==> config.mk <==
export PLATFORM = sky130hd
export DESIGN_NAME = chgdet_seq
export DESIGN_NICKNAME = d
export VERILOG_FILES = /design/src/rtl/chgdet_pkg.sv /design/src/rtl/chgdet_sync.sv /design/src/rtl/chgdet_timer.sv /design/src/rtl/chgdet_debounce.sv /design/src/rtl/chgdet_fsm.sv /design/src/rtl/chgdet_seq.sv
export SDC_FILE = /design/constraint.sdc
export NUM_CORES = 1
export LEC_CHECK = 0
export BUFFER_PORTS_ARGS = -buffer_cell sky130_fd_sc_hd__buf_2
export CAP_MARGIN = 20
export CELL_PAD_IN_SITES_DETAIL_PLACEMENT = 1
export CELL_PAD_IN_SITES_GLOBAL_PLACEMENT = 2
export CORE_UTILIZATION = 39
export CTS_CLUSTER_SIZE = 16
export DETAILED_ROUTE_END_ITERATION = 10
export MAX_ROUTING_LAYER = met4
export PLACE_DENSITY_LB_ADDON = 0.1
export SKIP_CTS_REPAIR_TIMING = 1
export SLEW_MARGIN = 15
export SYNTH_ARGS = -nofsm -noshare
export SYNTH_HDL_FRONTEND = slang
export SYNTH_HIERARCHICAL = 1
export SYNTH_SLANG_ARGS = --single-unit
export TNS_END_PERCENT = 20
==> constraint.sdc <==
create_clock -name clk_i -period 4.09 [get_ports clk_i]
set_clock_uncertainty 0.1 [all_clocks]
set_input_delay 0.409 -clock clk_i [delete_from_list [all_inputs] [get_ports clk_i]]
set_output_delay 0.409 -clock clk_i [all_outputs]
set_load 0.02 [all_outputs]
==> src/rtl/chgdet_pkg.sv <==
package chgdet_pkg;

  typedef enum logic [1:0] {
    PORT_NONE = 2'd0,
    PORT_SDP  = 2'd1,
    PORT_CDP  = 2'd2,
    PORT_DCP  = 2'd3
  } port_kind_e;

  typedef enum logic [2:0] {
    ST_IDLE,
    ST_CONTACT,
    ST_GAP_P,
    ST_PRIMARY,
    ST_GAP_S,
    ST_SECONDARY,
    ST_RESULT
  } seq_state_e;

  typedef struct packed {
    logic contact;
    logic dp_src;
    logic dm_src;
  } src_en_t;

  function automatic src_en_t src_for_state(seq_state_e st);
    src_en_t e;
    e.contact = (st == ST_CONTACT);
    e.dp_src  = (st == ST_PRIMARY);
    e.dm_src  = (st == ST_SECONDARY);
    return e;
  endfunction

endpackage

==> src/rtl/chgdet_sync.sv <==
module chgdet_sync #(
  parameter int W      = 4,
  parameter int STAGES = 2
) (
  input  logic         clk_i,
  input  logic         rst_ni,
  input  logic [W-1:0] d_i,
  output logic [W-1:0] q_o
);
  logic [W-1:0] stg_q [STAGES];

  always_ff @(posedge clk_i or negedge rst_ni) begin
    if (!rst_ni) begin
      for (int s = 0; s < STAGES; s++) stg_q[s] <= '0;
    end else begin
      stg_q[0] <= d_i;
      for (int s = 1; s < STAGES; s++) stg_q[s] <= stg_q[s-1];
    end
  end

  assign q_o = stg_q[STAGES-1];
endmodule

==> src/rtl/chgdet_timer.sv <==
module chgdet_timer #(
  parameter int CW = 9
) (
  input  logic          clk_i,
  input  logic          rst_ni,
  input  logic          run_i,
  input  logic          tick_i,
  input  logic [CW-1:0] limit_i,
  output logic          hit_o
);
  logic [CW-1:0] cnt_q;

  // Saturating tick counter, cleared whenever its phase is not active.
  always_ff @(posedge clk_i or negedge rst_ni) begin
    if (!rst_ni)                          cnt_q <= '0;
    else if (!run_i)                      cnt_q <= '0;
    else if (tick_i && cnt_q != limit_i)  cnt_q <= cnt_q + 1'b1;
  end

  assign hit_o = run_i && (cnt_q == limit_i);
endmodule

==> src/rtl/chgdet_debounce.sv <==
module chgdet_debounce #(
  parameter int TICKS = 10,
  localparam int DW   = $clog2(TICKS + 1)
) (
  input  logic clk_i,
  input  logic rst_ni,
  input  logic run_i,
  input  logic tick_i,
  input  logic low_i,
  output logic stable_o
);
  localparam logic [DW-1:0] LIMIT = DW'(TICKS);
  logic [DW-1:0] cnt_q;

  // Counts ticks of an unbroken low level; any high restarts the window.
  always_ff @(posedge clk_i or negedge rst_ni) begin
    if (!rst_ni)                     cnt_q <= '0;
    else if (!run_i || !low_i)       cnt_q <= '0;
    else if (tick_i && cnt_q != LIMIT) cnt_q <= cnt_q + 1'b1;
  end

  assign stable_o = run_i && low_i && (cnt_q == LIMIT);
endmodule

==> src/rtl/chgdet_fsm.sv <==
module chgdet_fsm
  import chgdet_pkg::*;
(
  input  logic       clk_i,
  input  logic       rst_ni,
  input  logic       vbus_ok_i,
  input  logic       contact_ok_i,
  input  logic       timer_hit_i,
  input  logic       dm_window_i,
  input  logic       dp_window_i,
  output seq_state_e state_o,
  output src_en_t    src_en_o,
  output logic       done_o,
  output port_kind_e kind_o
);
  seq_state_e state_q, state_d;
  port_kind_e kind_q, kind_d;
  src_en_t    en_q;
  logic       done_q;

  always_comb begin
    state_d = state_q;
    kind_d  = kind_q;
    if (!vbus_ok_i) begin
      state_d = ST_IDLE;
      kind_d  = PORT_NONE;
    end else begin
      unique case (state_q)
        ST_IDLE: begin
          state_d = ST_CONTACT;
          kind_d  = PORT_NONE;
        end
        ST_CONTACT:
          if (contact_ok_i || timer_hit_i) state_d = ST_GAP_P;
        ST_GAP_P:
          state_d = ST_PRIMARY;
        ST_PRIMARY:
          if (timer_hit_i) begin
            if (dm_window_i) state_d = ST_GAP_S;
            else begin
              state_d = ST_RESULT;
              kind_d  = PORT_SDP;
            end
          end
        ST_GAP_S:
          state_d = ST_SECONDARY;
        ST_SECONDARY:
          if (timer_hit_i) begin
            state_d = ST_RESULT;
            kind_d  = dp_window_i ? PORT_DCP : PORT_CDP;
          end
        ST_RESULT:
          state_d = ST_RESULT;
        default: begin
          state_d = ST_IDLE;
          kind_d  = PORT_NONE;
        end
      endcase
    end
  end

  always_ff @(posedge clk_i or negedge rst_ni) begin
    if (!rst_ni) begin
      state_q <= ST_IDLE;
      kind_q  <= PORT_NONE;
      en_q    <= '0;
      done_q  <= 1'b0;
    end else begin
      state_q <= state_d;
      kind_q  <= kind_d;
      en_q    <= src_for_state(state_d);
      done_q  <= (state_d == ST_RESULT) && (state_q != ST_RESULT);
    end
  end

  assign state_o  = state_q;
  assign src_en_o = en_q;
  assign done_o   = done_q;
  assign kind_o   = kind_q;
endmodule

==> src/rtl/chgdet_seq.sv <==
module chgdet_seq
  import chgdet_pkg::*;
#(
  parameter int CONTACT_TMO_TICKS = 450,
  parameter int DBNC_TICKS        = 10,
  parameter int PRI_TICKS         = 40,
  parameter int SEC_TICKS         = 40,
  parameter int SYNC_STAGES       = 2
) (
  input  logic       clk_i,
  input  logic       rst_ni,
  input  logic       tick_i,
  input  logic       vbus_ok_i,
  input  logic       dp_ref_i,
  input  logic       dp_lgc_i,
  input  logic       dm_ref_i,
  input  logic       dm_lgc_i,
  output logic       contact_src_en_o,
  output logic       dp_src_en_o,
  output logic       dm_src_en_o,
  output logic       done_o,
  output logic [1:0] port_type_o
);
  localparam int MAXT = (CONTACT_TMO_TICKS > PRI_TICKS)
                      ? ((CONTACT_TMO_TICKS > SEC_TICKS) ? CONTACT_TMO_TICKS : SEC_TICKS)
                      : ((PRI_TICKS > SEC_TICKS) ? PRI_TICKS : SEC_TICKS);
  localparam int CW = $clog2(MAXT + 1);
  localparam int NCMP = 4;

  logic [NCMP-1:0] cmp_s;
  logic dp_ref_s, dp_lgc_s, dm_ref_s, dm_lgc_s;
  seq_state_e state;
  src_en_t    src_en;
  port_kind_e kind;
  logic       timer_run, timer_hit, contact_ok;
  logic [CW-1:0] limit;

  chgdet_sync #(.W(NCMP), .STAGES(SYNC_STAGES)) u_sync (
    .clk_i (clk_i),
    .rst_ni(rst_ni),
    .d_i   ({dp_ref_i, dp_lgc_i, dm_ref_i, dm_lgc_i}),
    .q_o   (cmp_s)
  );
  assign {dp_ref_s, dp_lgc_s, dm_ref_s, dm_lgc_s} = cmp_s;

  always_comb begin
    unique case (state)
      ST_CONTACT:   limit = CW'(CONTACT_TMO_TICKS);
      ST_PRIMARY:   limit = CW'(PRI_TICKS);
      ST_SECONDARY: limit = CW'(SEC_TICKS);
      default:      limit = '0;
    endcase
  end
  assign timer_run = (state == ST_CONTACT) || (state == ST_PRIMARY) ||
                     (state == ST_SECONDARY);

  chgdet_timer #(.CW(CW)) u_timer (
    .clk_i  (clk_i),
    .rst_ni (rst_ni),
    .run_i  (timer_run),
    .tick_i (tick_i),
    .limit_i(limit),
    .hit_o  (timer_hit)
  );

  chgdet_debounce #(.TICKS(DBNC_TICKS)) u_dbnc (
    .clk_i   (clk_i),
    .rst_ni  (rst_ni),
    .run_i   (state == ST_CONTACT),
    .tick_i  (tick_i),
    .low_i   (!dp_lgc_s),
    .stable_o(contact_ok)
  );

  chgdet_fsm u_fsm (
    .clk_i       (clk_i),
    .rst_ni      (rst_ni),
    .vbus_ok_i   (vbus_ok_i),
    .contact_ok_i(contact_ok),
    .timer_hit_i (timer_hit),
    .dm_window_i (dm_ref_s && !dm_lgc_s),
    .dp_window_i (dp_ref_s && !dp_lgc_s),
    .state_o     (state),
    .src_en_o    (src_en),
    .done_o      (done_o),
    .kind_o      (kind)
  );

  assign contact_src_en_o = src_en.contact;
  assign dp_src_en_o      = src_en.dp_src;
  assign dm_src_en_o      = src_en.dm_src;
  assign port_type_o      = kind;
endmodule

# After elaboration in Yosys (flattened, before gate mapping)
# Index checks and enable logic that the tools add are counted.
# totals
word_cells	69
in_bits	8
register_bits	30
out_inout_bits	6
# op_classes
n_reduce_logical	20
muxes	17
addsub	2
eq_ne	20
# ops
cell	n
3-bit one-hot mux with 7 select lines	1
9-bit two-way mux	2
9-bit one-hot mux with 2 select lines	1
3-bit == test (second input constant)	5
3-bit two-way mux	4
2-bit two-way mux	5
9-bit by 1-bit adder with 9-bit output (second input constant)	1
3-bit by 2-bit == test with 1-bit output (second input constant)	3
9-bit == test	1
9-bit != test	1
1-bit logical AND	8
4-bit two-way mux	2
3-bit by 1-bit == test with 1-bit output (second input constant)	2
3-bit by 2-bit != test with 1-bit output (second input constant)	2
3-bit != test (second input constant)	2
2-bit one-hot mux with 3 select lines	1
4-bit by 1-bit adder with 4-bit output (second input constant)	1
4-bit == test (second input constant)	1
1-bit logical OR	4
2-bit != test (second input constant)	2
4-bit != test (second input constant)	1
4-bit AND reduction	1
4-bit OR reduction	1
1-bit logical NOT	3
other kinds (4)	4

# Depth between registers and ports, before layout
# Gate-level depths: netlist of run 1.
# logic_depth
depth_word	11
mapped_depth	9
depth_no_buf	9

# Cells and area by module
# Netlist of run 1, hierarchy kept.
# modules_own_cells
module	area_per_inst_um2	instances	cells_each	seq_area_each_um2
chgdet_timer	701.9	1	64	225.2
chgdet_fsm	509.2	1	49	225.2
chgdet_debounce	242.7	1	24	100.1
chgdet_sync	230.2	1	12	200.2
chgdet_seq	50.0	1	8	0.0

# Worst setup path after synthesis of run 1
# OpenSTA, ideal clock, no wires.
# synth_path
path_kind	flip-flop to flip-flop
from	reg u_fsm.state_q[1], in the netlist u_fsm/state_o[1]
to	reg u_fsm.en_q, in the netlist u_fsm/src_en_o[0]
setup_time_ps	98
required_ps	3892
path_stages_with_launch	9
slack_ps	1142
period_less_slack_ps	2948
path_buffers	0
arrival_ps	2750
path_cell_list	dfrtp_1 nor3b_1 xnor2_1 nand4_4 nor3_1 nand2_1 o22ai_1 a22oi_2 nor4bb_2
# synth_between
elab_chain_cells	10
elab_cells_between_ends	22
classes_between	8 x eq/ne; 6 x mux; 8 x reduce/logical
# synth_rtl
item	line	source
from (decl)	chgdet_fsm.sv:16	seq_state_e state_q, state_d;
from (signal assigned)	chgdet_fsm.sv:69	state_q <= state_d;
3-bit by 2-bit == test with 1-bit output / 3-bit == test (equally long branches)	chgdet_seq.sv:47	unique case (state)
2-bit OR reduction (no line)	--	
9-bit one-hot mux with 2 select lines *	chgdet_seq.sv:47	
via limit[1]	chgdet_seq.sv:36	logic [CW-1:0] limit;
9-bit == test *	chgdet_timer.sv:20	assign hit_o = run_i && (cnt_q == limit_i);
1-bit logical AND *	chgdet_timer.sv:20	
via timer_hit	chgdet_seq.sv:35	logic timer_run, timer_hit, contact_ok;
1-bit logical OR	chgdet_fsm.sv:34	if (contact_ok_i || timer_hit_i) state_d = ST_GAP_P;
3-bit two-way mux	chgdet_fsm.sv:34	
3-bit one-hot mux with 7 select lines *	chgdet_fsm.sv:28	unique case (state_q)
3-bit two-way mux *	chgdet_fsm.sv:24	if (!vbus_ok_i) begin
3-bit == test *	chgdet_pkg.sv:30	e.dm_src = (st == ST_SECONDARY);
to (signal assigned)	chgdet_fsm.sv:71	en_q <= src_for_state(state_d);
to (decl)	chgdet_fsm.sv:18	src_en_t en_q;
# The timed path passes the listed nets; every way through them passes the cells marked *.
# A chain may end at the register's enable or synchronous reset.

# Worst setup path after layout of run 1
# layout_path
from	reg u_fsm.state_q[2], in the netlist u_fsm/state_o[2]
to	reg u_fsm.en_q, in the netlist u_fsm/src_en_o[0]
# Same word-level chain as after synthesis.

==> results.toml, run 1 <==
[global_routing]
pin_count_of_the_biggest_net_entering_global_routing = 31
grt.overflow.total = 0
antenna_found_initial = 0
grt_first_pass_wirelength_um = 5996
global_route.usage.total = 0.1777
first_global_vias = 1225

[clock_network]
ctsRootBufferMaster = "sky130_fd_sc_hd__clkbuf_8"
clockBufferDepth = 2
number_of_buffers_created_by_cts = 5
tritoncts = "done"
clkLatencyLatePin_ps = 270
cts.reportedPaths.clkPinSlew_ps = 70
clock_sinks = 30
ctsHtreeMaxLevel = 2

[logic_synthesis]
synth.most_common_cell = "sky130_fd_sc_hd__dfrtp_1"
syn-mean-instance-area_um2 = 11.05
synth.top_cells.by_area = "sky130_fd_sc_hd__dfrtp_1 (43%), sky130_fd_sc_hd__xnor2_1 (4.0%), sky130_fd_sc_hd__o2bb2ai_1 (3.0%)"
synthDominantCellAreaShare = 0.4329
synthTopCellsByCount = "sky130_fd_sc_hd__dfrtp_1 (30), sky130_fd_sc_hd__nand2_1 (10), sky130_fd_sc_hd__o21ai_0 (9)"
synth_compound_gate_area_share = 0.1580
synth-edff-count = 0
ys_dominant_reg_cell = "sky130_fd_sc_hd__dfrtp_1"
synth_async_reset_ratio = 1.000
synth_area_leader_cell = "sky130_fd_sc_hd__dfrtp_1"
synth_adder_area_share = 0.02165
synth-xor-area-share = 0.08874
synthSimpleGateAreaFrac = 0.2294
yosysWarnings = 6
synth.mux.area_fraction = 0.006494
synth_top_family_by_area = "simple AND/OR/NAND/NOR gates"
syn_area_um2 = 1734
ys_seq_area_frac = 0.4329
syn-instance-count = 157
synthDistinctLibCells = 47
synth.ff_latch_count = 30

[finish]
instances_no_fill = 223
antennaDiodeCount = 0
drive_above_1_share = 0.2428
filler_cells_inserted = 472
final_nets = 183
flow.area_growth_from_synthesis_pct = 10.17

[floorplan]
row_count = 23
placeableCoreArea_um2 = 4144
die_x_um = 68.68
floorplan.die.height_um = 68.68
start_util = 0.4185
io_pins = 14
dieArea_um2 = 4717

[worst_setup_path]
worstReg2RegEnd = "u_fsm/src_en_o[0]"
cp.arrival_ps = 3140
worst_setup_path_end_kind = "flop"
r2r_start = "u_fsm/state_o[2]"
worstSetupPathType = "reg2reg"
reg2reg_depth = 9
r2r_setup_slack_ps = 1030
required_ps = 4160
start_kind = "flop"
critical_path.max_fanout = 14

[routing]
wl_per_cell_um = 15.61
detailedRoute.firstIterationViolations = 67
drc = 0
route.antenna.remaining_nets = 0
via_count = 1243
drt_pass1_iterations = 4
route.detailed.vias_per_inst = 5.574
routed_wl_um = 3481

[sta]
setup_slack_ps = 1028
fmaxAchievable_ghz = 0.3266
worst_slew_pin_slew_ps = 668.5
period_share = 0.7486
final-hold-violation-count = 0
slew_headroom = 0.5509
totalNegativeSetupSlack_ps = 0
min_cycle_time_layout_ps = 3062
rsz0062_at_grt = "no"
drv_slew = 0
finalSetupViolCount = 0

[pwr]
vdd_ir_drop_max_uv = 211.9
p_leak_nw = 0.8366
cellPowerDensity_nw_per_um2 = 341.7

[status]
run_status = "finished, final reports clean"

[placement]
dp.final_hpwl_um = 2530
placed_cells_incl_taps = 215
dp_slack_ps = 1044
numPortBuffers = 13
gp_congestion = 0.8124

[hold_path]
timing.hold.worst.class = "in2async"

[flow_run]
maxCapViolations = 0
-- cells in the final DEF, fill, tap and decap left out, types with 3 or more instances in the layout --
master                       n
sky130_fd_sc_hd__nand4_1     3
sky130_fd_sc_hd__dfrtp_1    30
sky130_fd_sc_hd__xnor2_2     3
sky130_fd_sc_hd__nand3b_1    4
sky130_fd_sc_hd__inv_1       6
sky130_fd_sc_hd__xor2_1      4
sky130_fd_sc_hd__buf_2      13
sky130_fd_sc_hd__or4_1       4
sky130_fd_sc_hd__xnor2_1     8
sky130_fd_sc_hd__nor2_1      4
sky130_fd_sc_hd__clkbuf_8    5
sky130_fd_sc_hd__a32o_1      3
sky130_fd_sc_hd__o32ai_1     3
sky130_fd_sc_hd__nand3_1     3
sky130_fd_sc_hd__o21ai_0     9
sky130_fd_sc_hd__conb_1      3
sky130_fd_sc_hd__a21oi_1     4
sky130_fd_sc_hd__nor2b_1     4
sky130_fd_sc_hd__o2bb2ai_1   6
sky130_fd_sc_hd__ha_1        3
sky130_fd_sc_hd__and4_1      3
sky130_fd_sc_hd__nand2_1    10
-- cell type report --
type	instances	area (um2)	share of cell area
flip-flops and latches	30	750.7	0.3929
well taps	50	62.56	0.03274
repair buffers	15	80.08	0.04191
inverters	6	22.52	0.01179
clock buffers	5	68.82	0.03602
clock inverters	3	40.04	0.02096
multi-input cells	114	885.9	0.4637
-- worst max path at each step --
stage | startpoint | to | slack [ps] | cells after the start
4_1_cts | u_fsm/state_o[2] | u_fsm/src_en_o[0] | 1030 | 9
3_3_place_gp | u_fsm/state_o[2] | u_fsm/src_en_o[0] | 1240 | 9
5_1_grt | u_fsm/state_o[2] | u_fsm/src_en_o[0] | 810 | 9
2_1_floorplan | u_fsm/state_o[1] | u_fsm/src_en_o[0] | 1140 | 8
3_5_place_dp | u_fsm/state_o[2] | u_fsm/src_en_o[0] | 1040 | 9
6_report | u_fsm/state_o[2] | u_fsm/src_en_o[0] | 1030 | 9
-- layer usage --
| layer | GRT usage | part of all wire | up-vias |
|---|---|---|---|
| met5 | - | 0 | - |
| met4 | 0.06250 | 0.0083 | 0 |
| met3 | 0.04441 | 0.025 | 4 |
| met2 | 0.2561 | 0.44 | 24 |
| met1 | 0.2405 | 0.52 | 616 |
| li1 | - | - | 599 |
-- report_power, final --
part           internal (W)  switching (W)
combinational     0.0000196      0.0000324
sequential         0.000304     0.00000597
clock              0.000179       0.000112
-- flip-flops by register name, indices dropped and copies added, names as in the netlist --
name / cells
u_sync/q_o: 4
u_fsm/kind_o: 2
u_sync/stg_q: 4
u_timer/cnt_q: 9
u_fsm/done_o: 1
u_fsm/state_o: 3
u_fsm/src_en_o: 3
u_dbnc/cnt_q: 4
-- through the flow --
step / total power (W) / util / hold slack, ps / cell area (um2)
detailed placement: 0.0003688 / 0.4348 / 236.4 / 1802
CTS: 0.0006617 / 0.4611 / 101.7 / 1911
global route: 0.0006826 / 0.4611 / 121.0 / 1911
finish: 0.0006528 / 0.4611 / 57.58 / 1911
global placement: 0.0003662 / 0.4348 / 234.5 / 1802
floorplan: 0.0003517 / - / 13.41 / 1742
-- cell families after synthesis --
group                    count (synthesis)
AND/OR/NAND/NOR                         55
AO/OA/AOI/OAI                           37
flip-flops                              30
XOR/XNOR                                15
buffers and inverters                   15
adder cells (fa/ha/maj)                  3
other                                    1
multiplexers                             1
-- critical path: stages (launching register included) --
cell                       delay, ps
sky130_fd_sc_hd__dfrtp_1         560
sky130_fd_sc_hd__xor2_1          210
sky130_fd_sc_hd__and2_1          220
sky130_fd_sc_hd__xnor2_1         250
sky130_fd_sc_hd__nand4_4         200
sky130_fd_sc_hd__nor3_1          610
sky130_fd_sc_hd__nand2_1         160
sky130_fd_sc_hd__o22ai_1         210
sky130_fd_sc_hd__a22oi_2         120
sky130_fd_sc_hd__nor4bb_2        320
Note: power is estimated with default switching activity, not from simulation.
==> run 2: changes to the inputs <==
--- a/config.mk
+++ b/config.mk
@@ -5,11 +5,12 @@
 export SDC_FILE = /design/constraint.sdc
 export NUM_CORES = 1
 export LEC_CHECK = 0
+export ABC_AREA = 1
 export BUFFER_PORTS_ARGS = -buffer_cell sky130_fd_sc_hd__buf_2
 export CAP_MARGIN = 20
 export CELL_PAD_IN_SITES_DETAIL_PLACEMENT = 1
 export CELL_PAD_IN_SITES_GLOBAL_PLACEMENT = 2
-export CORE_UTILIZATION = 39
+export CORE_UTILIZATION = 30
 export CTS_CLUSTER_SIZE = 16
 export DETAILED_ROUTE_END_ITERATION = 10
 export MAX_ROUTING_LAYER = met4
==> constraint.sdc (replaced) <==
create_clock -name clk_i -period 2.6 [get_ports clk_i]
set_clock_uncertainty 0.1 [all_clocks]
set_input_delay 0.26 -clock clk_i [delete_from_list [all_inputs] [get_ports clk_i]]
set_output_delay 0.26 -clock clk_i [all_outputs]
set_load 0.02 [all_outputs]
==> run 2 against run 1 <==
Net effect:
- routed wire length up 32%
- highest routed layer unchanged
- final area up 13%
- setup slack worse by 740 ps
- combinational power up 120%
==> results.toml, run 2 <==
[sta]
worst_slew_pin_slew_ps = 693.3
fmaxAchievable_ghz = 0.4334
rsz0062_at_grt = "no"
slew_headroom = 0.5378
totalNegativeSetupSlack_ps = 0
final-hold-violation-count = 0
setup_slack_ps = 292.9
drv_slew = 0
min_cycle_time_layout_ps = 2307
period_share = 0.8874
finalSetupViolCount = 0

[pwr]
cellPowerDensity_nw_per_um2 = 463.3
fin_total_pwr_w = 0.001004
power_report.internal_total_w = 0.0007363
pwr-share-seq = 0.498
net-switching-power_w = 0.0002677
p_leak_nw = 1.174
sw_frac_of_total = 0.2666
share_comb_of_total_power = 0.111
pwr-share-clk = 0.391
vdd_ir_drop_max_uv = 385.5

[placement]
placed_cells_incl_taps = 363
dp_slack_ps = 288.1
dp.final_hpwl_um = 3379
gp_congestion = 0.8530
numPortBuffers = 13

[finish]
mostFrequentLayoutCell = "sky130_fd_sc_hd__nand2_1"
layout.core_utilization = 0.3617
antennaDiodeCount = 0
instances_no_fill = 376
final_nets = 311
filler_cells_inserted = 792
max_flop_register = "u_timer/cnt_q"
mostFrequentLayoutCells = "sky130_fd_sc_hd__nand2_1 (93), sky130_fd_sc_hd__inv_1 (40), sky130_fd_sc_hd__nand3_1 (32), sky130_fd_sc_hd__dfrtp_1 (30), sky130_fd_sc_hd__nor2_1 (29)"
flow.area_growth_from_synthesis_pct = 15.62
drive_above_1_share = 0.1528
number_of_flip_flops_under_the_largest_register_name = 9

[floorplan]
io_pins = 14
die_x_um = 81.04
start_util = 0.3129
row_count = 28
floorplan.die.height_um = 81.04
placeableCoreArea_um2 = 5991
dieArea_um2 = 6567

[logic_synthesis]
syn-instance-count = 272
synth_async_reset_ratio = 1.000
synth.most_common_cell = "sky130_fd_sc_hd__nand2_1"
synth.mux.area_fraction = 0
synth-edff-count = 0
synthDominantCellAreaShare = 0.4005
syn_area_um2 = 1874
syn-mean-instance-area_um2 = 6.891
synth-xor-area-share = 0.004673
synthTopCellsByCount = "sky130_fd_sc_hd__nand2_1 (93), sky130_fd_sc_hd__inv_1 (40), sky130_fd_sc_hd__nand3_1 (32)"
synth_area_leader_cell = "sky130_fd_sc_hd__dfrtp_1"
yosysWarnings = 6
synthDistinctLibCells = 24
synth.ff_latch_count = 30
synth_top_family_by_area = "simple AND/OR/NAND/NOR gates"
synthSimpleGateAreaFrac = 0.4132
synth_compound_gate_area_share = 0.03338
synth_adder_area_share = 0.02003
synth.top_cells.by_area = "sky130_fd_sc_hd__dfrtp_1 (40%), sky130_fd_sc_hd__nand2_1 (19%), sky130_fd_sc_hd__nand3_1 (8.5%)"
ys_seq_area_frac = 0.4005
ys_dominant_reg_cell = "sky130_fd_sc_hd__dfrtp_1"

[clock_network]
clockBufferDepth = 2
ctsHtreeMaxLevel = 2
tritoncts = "done"
number_of_buffers_created_by_cts = 5
ctsRootBufferMaster = "sky130_fd_sc_hd__clkbuf_8"
clkLatencyLatePin_ps = 280
clock_sinks = 30
cts.reportedPaths.clkPinSlew_ps = 60

[routing]
routed_wl_um = 4599
wl_met1_um = 2383
top_signal_layer_used = "met4"
via_count = 1656
met3RoutedLength_um = 101
wl_per_cell_um = 12.23
drc = 0
detailedRoute.firstIterationViolations = 25
route.antenna.remaining_nets = 0
wl_met2_um = 2066
drt_pass1_iterations = 4
route.detailed.vias_per_inst = 4.404

[global_routing]
global_route.usage.total = 0.1641
grt_first_pass_wirelength_um = 7748
first_global_vias = 1612
grt.overflow.total = 0
antenna_found_initial = 0
pin_count_of_the_biggest_net_entering_global_routing = 31

[flow_run]
maxCapViolations = 0

[hold_path]
worst_hold_path.num_cells = 3
timing.hold.worst.class = "in2reg"

[worst_setup_path]
worst_setup_path_end_kind = "flop"
critPathMaxStageDelay_ps = 510
start_kind = "flop"
required_ps = 2710
worstSetupPathType = "reg2reg"
worstPathCellList = "nor3_2, buf_4, inv_1, nand2_1, nand2_1, nor2_1, nand2_1, inv_1, nand2_2, inv_1, inv_1, nand2_1, nand3_1, nand2_1, nand3_1, nor2_2"
cp.arrival_ps = 2420
critical_path.most_common_cell = "sky130_fd_sc_hd__nand2_1"
reg2reg_depth = 16
critical_path.max_fanout = 10
critical_path.slowest_cell = "sky130_fd_sc_hd__dfrtp_1"

[status]
run_status = "finished, final reports clean"
-- run 2: layer usage --
metal / GRT usage / up-vias
met3: 0.03371 / 5
li1: - / 874
met2: 0.2538 / 14
met5: - / -
met4: 0.05357 / 0
met1: 0.2133 / 763
-- run 2: power by group through the flow --
stage / Combinational, W / Sequential, W / Clock (W)
2_1_floorplan: 0.0000760 / 0.000503 / 0
3_3_place_gp: 0.000108 / 0.000507 / 0
3_5_place_dp: 0.000107 / 0.000508 / 0
4_1_cts: 0.000109 / 0.000500 / 0.000412
5_1_grt: 0.000130 / 0.000502 / 0.000431
6_report: 0.000112 / 0.000500 / 0.000393
-- run 2: final timing paths --
path | from | endpoint | slack [ps]
worst min register to register | u_sync/stg_q[6] | u_sync/q_o[2] | 240
worst max-delay path | u_fsm/state_o[2] | u_fsm/done_o | 290
worst max register to register | u_fsm/state_o[2] | u_fsm/done_o | 290
max in group asynchronous | rst_ni | u_fsm/kind_o[1] | 1490
min in group asynchronous | rst_ni | u_dbnc/cnt_q[3] | 460
worst min-delay path | vbus_ok_i | u_fsm/kind_o[0] | 180
-- run 2: through the flow --
step / hold WS, ps / instance area, um2
after floorplan: -135.6 / 1893
after global placement: 233.5 / 2026
after detailed placement: 239.3 / 2026
after CTS: -51.89 / 2117
after global routing: 191.0 / 2167
final: 184.2 / 2167
-- run 2: critical path, delay by kind of cell (launching register included) --
kind          cells  cell delay [ps]
buf+inv           5              530
simple gates     11             1100
flops             1              510
-- run 2: cells by family after synthesis --
kind of cell / Yosys count
simple gates: 175
buf+inv: 53
flops: 30
compound gates: 9
fa+ha+maj: 3
xor+xnor: 1
other cells: 1
-- run 2: layout make-up --
cell class / count / area (um2) / area share
clock buffer: 7 / 86.33 / 0.03984
clock inverter: 1 / 5.005 / 0.002309
inverter: 46 / 172.7 / 0.07968
multi-input combinational: 194 / 905.9 / 0.4180
sequential: 30 / 750.7 / 0.3464
tap: 75 / 93.84 / 0.04330
timing repair buffer: 23 / 152.6 / 0.07044
==> run 3: changes to the inputs <==
--- a/config.mk
+++ b/config.mk
@@ -5,12 +5,11 @@
 export SDC_FILE = /design/constraint.sdc
 export NUM_CORES = 1
 export LEC_CHECK = 0
-export ABC_AREA = 1
 export BUFFER_PORTS_ARGS = -buffer_cell sky130_fd_sc_hd__buf_2
 export CAP_MARGIN = 20
 export CELL_PAD_IN_SITES_DETAIL_PLACEMENT = 1
 export CELL_PAD_IN_SITES_GLOBAL_PLACEMENT = 2
-export CORE_UTILIZATION = 30
+export CORE_UTILIZATION = 35
 export CTS_CLUSTER_SIZE = 16
 export DETAILED_ROUTE_END_ITERATION = 10
 export MAX_ROUTING_LAYER = met4
==> run 3 against run 2 <==
Net effect:
- power increased by 18%
- die area decreased by 20%
- critical path depth decreased by 6
- final cell count decreased by 32%
- clock-buffer cell count decreased by 1
- combinational power decreased by 9%
- fmax decreased by 3.6%
- first-iteration DRC count increased to 3.4 times the previous value
- core utilization increased by 8.5 points
- worst hold slack improved by 10 ps
- critical path type unchanged
- largest cell class unchanged
- largest power group is now clock
==> results.toml, run 3 (synthesis results as in run 1) <==
[sta]
fmaxAchievable_ghz = 0.4178
worst_slew_pin_slew_ps = 682.9
finalSetupViolCount = 0
final-hold-violation-count = 0
drv_slew = 0
totalNegativeSetupSlack_ps = 0
period_share = 0.9207
slew_headroom = 0.5447
holdWs_ps = 194.6
min_cycle_time_layout_ps = 2394
rsz0062_at_grt = "no"

[status]
run_status = "finished, final reports clean"

[worst_setup_path]
cp.arrival_ps = 2520
reg2reg_depth = 10
critical_path.max_fanout = 8
worstSetupPathType = "reg2reg"
setup.worst_path.start = "u_fsm/state_o[1]"
r2r_setup_slack_ps = 210
worstReg2RegEnd = "u_fsm/src_en_o[1]"
required_ps = 2720
start_kind = "flop"
r2r_start = "u_fsm/state_o[1]"
worst_setup_path_end_kind = "flop"
critPathMaxStageDelay_ps = 440
critical_path.slowest_cell = "sky130_fd_sc_hd__dfrtp_1"
worstPathCellList = "xor2_1, and2_1, xnor2_2, nand4_4, nor3_2, buf_4, nor2b_1, o22ai_1, a22oi_2, and4_1"

[finish]
mostFrequentLayoutCells = "sky130_fd_sc_hd__dfrtp_1 (30), sky130_fd_sc_hd__buf_2 (13), sky130_fd_sc_hd__buf_4 (12), sky130_fd_sc_hd__nand2_1 (10), sky130_fd_sc_hd__o21ai_0 (9)"
mostFrequentLayoutCell = "sky130_fd_sc_hd__dfrtp_1"
drive_above_1_share = 0.2979
antennaDiodeCount = 0
max_flop_register = "u_timer/cnt_q"
number_of_flip_flops_under_the_largest_register_name = 9
final_nets = 198
flow.area_growth_from_synthesis_pct = 22.37
filler_cells_inserted = 557

[floorplan]
die_x_um = 72.39
start_util = 0.3647
dieArea_um2 = 5240
placeableCoreArea_um2 = 4755
floorplan.die.height_um = 72.39
row_count = 25
io_pins = 14

[routing]
drc = 0
wl_per_cell_um = 15.04
route.antenna.remaining_nets = 0
route.detailed.vias_per_inst = 5.059
detailedRoute.firstIterationViolations = 86
routed_wl_um = 3836
drt_pass1_iterations = 4
via_count = 1290

[global_routing]
first_global_vias = 1341
pin_count_of_the_biggest_net_entering_global_routing = 31
grt_first_pass_wirelength_um = 6465
global_route.usage.total = 0.1697
antenna_found_initial = 0
grt.overflow.total = 0

[hold_path]
timing.hold.worst.class = "in2reg"
worstHoldEndpoint = "u_fsm/kind_o[0]"
min_from = "vbus_ok_i"
worst_hold_path.num_cells = 3

[clock_network]
number_of_buffers_created_by_cts = 5
cts.reportedPaths.clkPinSlew_ps = 70
ctsHtreeMaxLevel = 2
clockBufferDepth = 2
clkLatencyLatePin_ps = 280
ctsRootBufferMaster = "sky130_fd_sc_hd__clkbuf_8"
clock_sinks = 30
tritoncts = "done"

[pwr]
p_leak_nw = 0.9271
vdd_ir_drop_max_uv = 276.7
cellPowerDensity_nw_per_um2 = 558.1

[flow_run]
maxCapViolations = 0

[placement]
gp_congestion = 0.7401
numPortBuffers = 13
dp.final_hpwl_um = 2701
run 3: changes by cell type in the layout (fill, tap and decap cells not counted), sizes merged, moves of 4 or more:
cell     delta
o2bb2ai     +6
nor2b       +4
nand2      -87
o21ai      +10
xor2        +4
nand3b      +4
buf         +7
xnor2      +10
nand3      -32
or4         +4
inv        -38
nor2       -29
run 3: area by class of cell:
class                   count  area (um2)  share of cell area
repair buffers             30       205.2             0.09670
flip-flops and latches     30       750.7              0.3538
multi-input cells         114       917.1              0.4322
clock buffers               6       82.58             0.03892
clock inverters             2       60.06             0.02830
well taps                  67       83.83             0.03950
inverters                   6       22.52             0.01061
run 3: through the flow:
step | instance area [um2] | util | total power (W) | instances | setup WS (ps)
floorplan | 1753 | - | 0.0005544 | 159 | 62.85
global placement | 1909 | 0.4016 | 0.0005889 | 242 | 229.3
detailed placement | 1909 | 0.4016 | 0.0005915 | 242 | 162.9
CTS | 2052 | 0.4316 | 0.001197 | 250 | 157.8
global route | 2122 | 0.4463 | 0.001232 | 255 | 42.26
finish | 2122 | 0.4463 | 0.001184 | 255 | 206.3
run 3: routing by layer:
layer | up-vias | wire, um | share of wire | GRT usage
met3 | 6 | 132 | 0.034 | 0.05000
met2 | 21 | 1722 | 0.45 | 0.2420
met5 | - | 0 | 0 | -
met1 | 629 | 1928 | 0.50 | 0.2287
met4 | 0 | 52 | 0.014 | 0.05882
li1 | 634 | - | - | -
run 3: worst max-delay path by stage:
stage                              endpoint  slack [ps]  depth (start not counted)
after floorplan           u_fsm/src_en_o[0]          60                          8
after global placement    u_fsm/src_en_o[1]         230                         10
after detailed placement  u_fsm/src_en_o[0]         160                         10
after CTS                      u_fsm/done_o         160                         10
after global routing      u_fsm/src_en_o[1]          40                         10
final                     u_fsm/src_en_o[1]         210                         10
run 3: critical path: cells and delay by family, from the launching register on:
| family | cells | cell delay, ps |
|---|---|---|
| flip-flops | 1 | 440 |
| buffers and inverters | 1 | 170 |
| AND/OR/NAND/NOR | 5 | 880 |
| XOR/XNOR | 2 | 370 |
| AO/OA/AOI/OAI | 2 | 370 |
run 3: power by group:
part / leakage, nW / internal [W] / switching, W / total (W)
Sequential: 0.394 / 0.000478 / 0.00000803 / 0.000486
Clock: 0.0714 / 0.000409 / 0.000187 / 0.000596
Combinational: 0.462 / 0.0000432 / 0.0000584 / 0.000102
Total: 0.927 / 0.000930 / 0.000254 / 0.00118
